`src/rtl/video422_framer.sv`:
```
module video422_framer #(
  parameter int ACT_PIX   = 1024,
  parameter int H_BLANK   = 280,
  parameter int ACT_LINES = 768,
  parameter int V_BLANK   = 38
) (
  input  logic       clk,
  input  logic       rst,
  input  logic       pix_en,
  input  logic [7:0] luma_in,
  input  logic [7:0] chroma_in,
  input  logic       field_in,
  output logic [7:0] byte_out,
  output logic       byte_valid
);
  localparam int HTOT = ACT_PIX + H_BLANK;
  localparam int VTOT = ACT_LINES + V_BLANK;
  localparam int HW = $clog2(HTOT);
  localparam int VW = $clog2(VTOT);
  localparam logic [HW-1:0] H_LAST  = HW'(HTOT - 1);
  localparam logic [HW-1:0] H_SAV   = HW'(H_BLANK - 2);
  localparam logic [HW-1:0] H_ACT   = HW'(H_BLANK);
  localparam logic [VW-1:0] V_LAST  = VW'(VTOT - 1);
  localparam logic [VW-1:0] V_ACT   = VW'(V_BLANK);

  logic [HW-1:0] hcnt;
  logic [VW-1:0] vcnt;
  logic [7:0]    second_q;
  logic          pend_q;
  logic [7:0]    b0, b1, xy;

  wire in_eav  = hcnt < HW'(2);
  wire in_sav  = (hcnt >= H_SAV) && (hcnt < H_ACT);
  wire in_act  = hcnt >= H_ACT;
  wire vblank  = vcnt < V_ACT;
  wire f = field_in;
  wire v = vblank;
  wire h = in_eav;

  assign xy = {1'b1, f, v, h, v ^ h, f ^ h, f ^ v, f ^ v ^ h};

  always_comb begin
    if (in_eav || in_sav) begin
      b0 = hcnt[0] ? 8'h00 : 8'hFF;
      b1 = hcnt[0] ? xy    : 8'h00;
    end else if (in_act && !vblank) begin
      b0 = chroma_in;
      b1 = luma_in;
    end else begin
      b0 = 8'h80;
      b1 = 8'h10;
    end
  end

  always_ff @(posedge clk) begin
    if (rst) begin
      hcnt       <= '0;
      vcnt       <= '0;
      byte_out   <= 8'h00;
      byte_valid <= 1'b0;
      second_q   <= 8'h00;
      pend_q     <= 1'b0;
    end else begin
      byte_valid <= pix_en | pend_q;
      pend_q     <= pix_en;
      if (pix_en) begin
        byte_out <= b0;
        second_q <= b1;
        if (hcnt == H_LAST) begin
          hcnt <= '0;
          vcnt <= (vcnt == V_LAST) ? '0 : vcnt + VW'(1);
        end else begin
          hcnt <= hcnt + HW'(1);
        end
      end else if (pend_q) begin
        byte_out <= second_q;
      end
    end
  end
endmodule

```
`config.mk`:
```
export PLATFORM = sky130hd
export DESIGN_NAME = video422_framer
export DESIGN_NICKNAME = d
export VERILOG_FILES = /design/src/rtl/video422_framer.sv
export SDC_FILE = /design/constraint.sdc
export NUM_CORES = 1
export LEC_CHECK = 0
export ABC_CLOCK_PERIOD_IN_PS = 4150
export BUFFER_PORTS_ARGS = -buffer_cell sky130_fd_sc_hd__buf_2
export CAP_MARGIN = 10
export CORE_ASPECT_RATIO = 2
export CORE_UTILIZATION = 29
export DETAILED_ROUTE_END_ITERATION = 8
export HOLD_SLACK_MARGIN = 0.02
export PLACE_DENSITY = 0.44
export SETUP_SLACK_MARGIN = 0.05
export SLEW_MARGIN = 20
export SYNTH_ARGS = -nofsm -noshare
export SYNTH_HDL_FRONTEND = slang
export SYNTH_SLANG_ARGS = --single-unit
export TNS_END_PERCENT = 50
```
`constraint.sdc`:
```
create_clock -name clk -period 4.15 [get_ports clk]
set_input_delay 0.415 -clock clk [delete_from_list [all_inputs] [get_ports clk]]
set_output_delay 0.415 -clock clk [all_outputs]
set_load 0.01 [all_outputs]
```
==> results.toml <==
[outcome]
status = "complete, no violations"

[floorplan]
core-area_mm2 = 0.00641
start_util_pct = 30.4
fp.dieW_um = 59.9
die_h_um = 118
io_pins = 29
die-area_mm2 = 0.00706
row_count = 41

[drt]
vias = 1750
viasPerCell = 5.16
routedWlPerCell_um = 14.7
wl_met1_mm = 2.10
postRouteAntennaNets = 0
drt-total-wl_mm = 4.97
topRoutingLayerUsed = "met4"
met3WireLength_um = 106
drcViolationCount = 0
drtIter0Drc = 65
met2_length_mm = 2.63
first_pass_iters = 4

[global_route]
grt_start_max_net_pins = 21
grt_pass1_vias = 1793
antenna_found_initial = 0
grt_pass1_wl_mm = 8.72
globalRouteTotalUtil_pct = 16.3
overflow = 0

[min_path]
hold_path_depth = 3
whs_endpoint = "second_q[1]"
hold_path_class = "input port to flip-flop"
worstHoldStart = "luma_in[1]"

[synth]
yosys_warnings = 0
synth_cells = 230
synth_edf_count = 0
synth_nets = 253
syn_area_mm2 = 0.00195
async_flop_share_pct = 0
ys.flop_type = "dfxtp_1"
synth_cell_types = 43
seq_area_frac_synth_pct = 40.1
postSynthAreaPerCell_um2 = 8.46
ys_ff_latch = 39

[critical_path]
ff2ff_setup_slack_ps = 1810
slowest_delay_ps = 700
rr_worst_depth = 4
arrival_ps = 2540
crit_type = "flip-flop to flip-flop"
cp-end-kind = "flip-flop"
crit_chain = "or4_1 > a211oi_2 > or3b_2 > a311oi_1"
start_kind = "flip-flop"
reg2reg_from = "hcnt[3]"
crit_fanout = 9
critPathRequiredTime_ps = 4340
timing.rr.end = "second_q[5]"
critPathSlowestCell = "or4_1"

[timing]
finalSetupViolCount = 0
min_period_ps = 2340
fin_tns_setup_ps = 0
skew_ps = 1.95
finalHoldViolCount = 0
clock.fmax_ghz = 0.427
rsz0062_at_grt = "no"
slew_headroom_pct = 59.2
finalMaxSlewViolations = 0
worst_pin_slew_ps = 610
period_share_pct = 56.4

[finish]
drive_gt1_share_pct = 16.2
syn_to_final_growth_pct = 18.5
most-common-layout-cells = "39 x dfxtp_1, 28 x buf_2, 26 x nor2_1"
layoutNonFillerInstCount = 339
nNetsFinal = 275
n_antenna_cell = 0
multi_input_area_mm2 = 0.00108
layout_commonest_cell = "dfxtp_1"
n_fill_cell = 721
ff_latch_area_um2 = 781

[clocking]
cts_buffers = 5
hold_buffers = 0
path_clk_slew_ps = 50
postCtsSetupRepairBufs = 0
clock_sinks = 39
clk_latency_ps = 280
htree_levels = 2
clockBufferDepth = 2
tritoncts = "built"
cts-root-buf = "clkbuf_16"
cts_resized = 0

[placed_design]
io_buffers = 28
gp_congestion = 0.794
dp_hpwl_mm = 3.60
place_inst = 331

[run]
max_cap_violations = 0

[power_and_ir_drop]
power_uw = 872
ir_worst_vdd_uv = 176
power_density_mw_per_mm2 = 378
p_leak_uw = 0.000842
flip-flops by register name, summed over array words and instances (netlist names):
name        cells
second_q        8
pend_q          1
vcnt           10
byte_valid      1
hcnt           11
byte_out        8
cell usage after synthesis (all sizes together) (7+ instances only):
master | count | area share [%]
dfxtp | 39 | 40
nor2 | 26 | 5.0
nand3 | 21 | 5.4
nand2 | 13 | 2.5
clkbuf | 12 | 2.3
nand4 | 10 | 3.2
mux2i | 9 | 4.6
xor2 | 9 | 4.0
a21oi | 8 | 2.1
a221oi | 7 | 3.1
inv | 7 | 1.3
o21ai | 7 | 1.8
worst max-delay path: cells and delay by family (launching register included):
family | cells | cell delay (ps)
AO/OA/AOI/OAI | 2 | 720
flip-flops | 1 | 350
AND/OR/NAND/NOR | 2 | 1190
worst max path at each step:
stage,slack (ps),to,from
after global placement,1850,vcnt[2],hcnt[3]
after global routing,1650,vcnt[5],hcnt[3]
final,1810,second_q[5],hcnt[3]
after detailed placement,1830,vcnt[2],hcnt[3]
after floorplan,1980,vcnt[9],hcnt[3]
after CTS,1800,second_q[5],hcnt[3]
power breakdown:
part	internal [uW]	switching (uW)	leakage (uW)
Clock	256	145	0.0000772
Sequential	389	12.0	0.000318
Combinational	32.0	38.2	0.000447
Total	677	195	0.000842
cell families (layout without fill, tap and decap cells):
| kind of cell | count (synthesis) | count (layout) | share of synthesized area, % |
|---|---|---|---|
| buf+inv | 22 | 45 | 4.37 |
| fa+ha+maj | 3 | 3 | 1.93 |
| simple gates | 106 | 106 | 28.9 |
| mux | 10 | 10 | 5.21 |
| xor+xnor | 13 | 13 | 5.85 |
| compound gates | 37 | 37 | 13.6 |
| flops | 39 | 39 | 40.1 |
layout make-up:
cell class / count / share of cell area [%]
repair buffers: 30 / 6.72
well taps: 86 / 4.66
multi-input cells: 169 / 46.9
inverters: 7 / 1.14
flip-flops and latches: 39 / 33.8
clock buffers: 8 / 6.78
metal layers:
layer / global-route usage, % / vias up
met5: 0 / -
met4: 8.28 / 0
met3: 3.41 / 8
met2: 26.9 / 20
met1: 19.1 / 831
li1: - / 891
stage by stage:
step / utilization (%) / hold WS [ps] / setup slack, ps / area, um2
CTS: 36.0 / 355 / 1800 / 2310
finish: 36.0 / 366 / 1810 / 2310
global route: 36.0 / 397 / 1650 / 2310
detailed placement: 33.5 / 469 / 1830 / 2150
global placement: 33.5 / 468 / 1850 / 2150
floorplan: - / 425 / 1980 / 1950
Power figures use the tool's default switching activity.
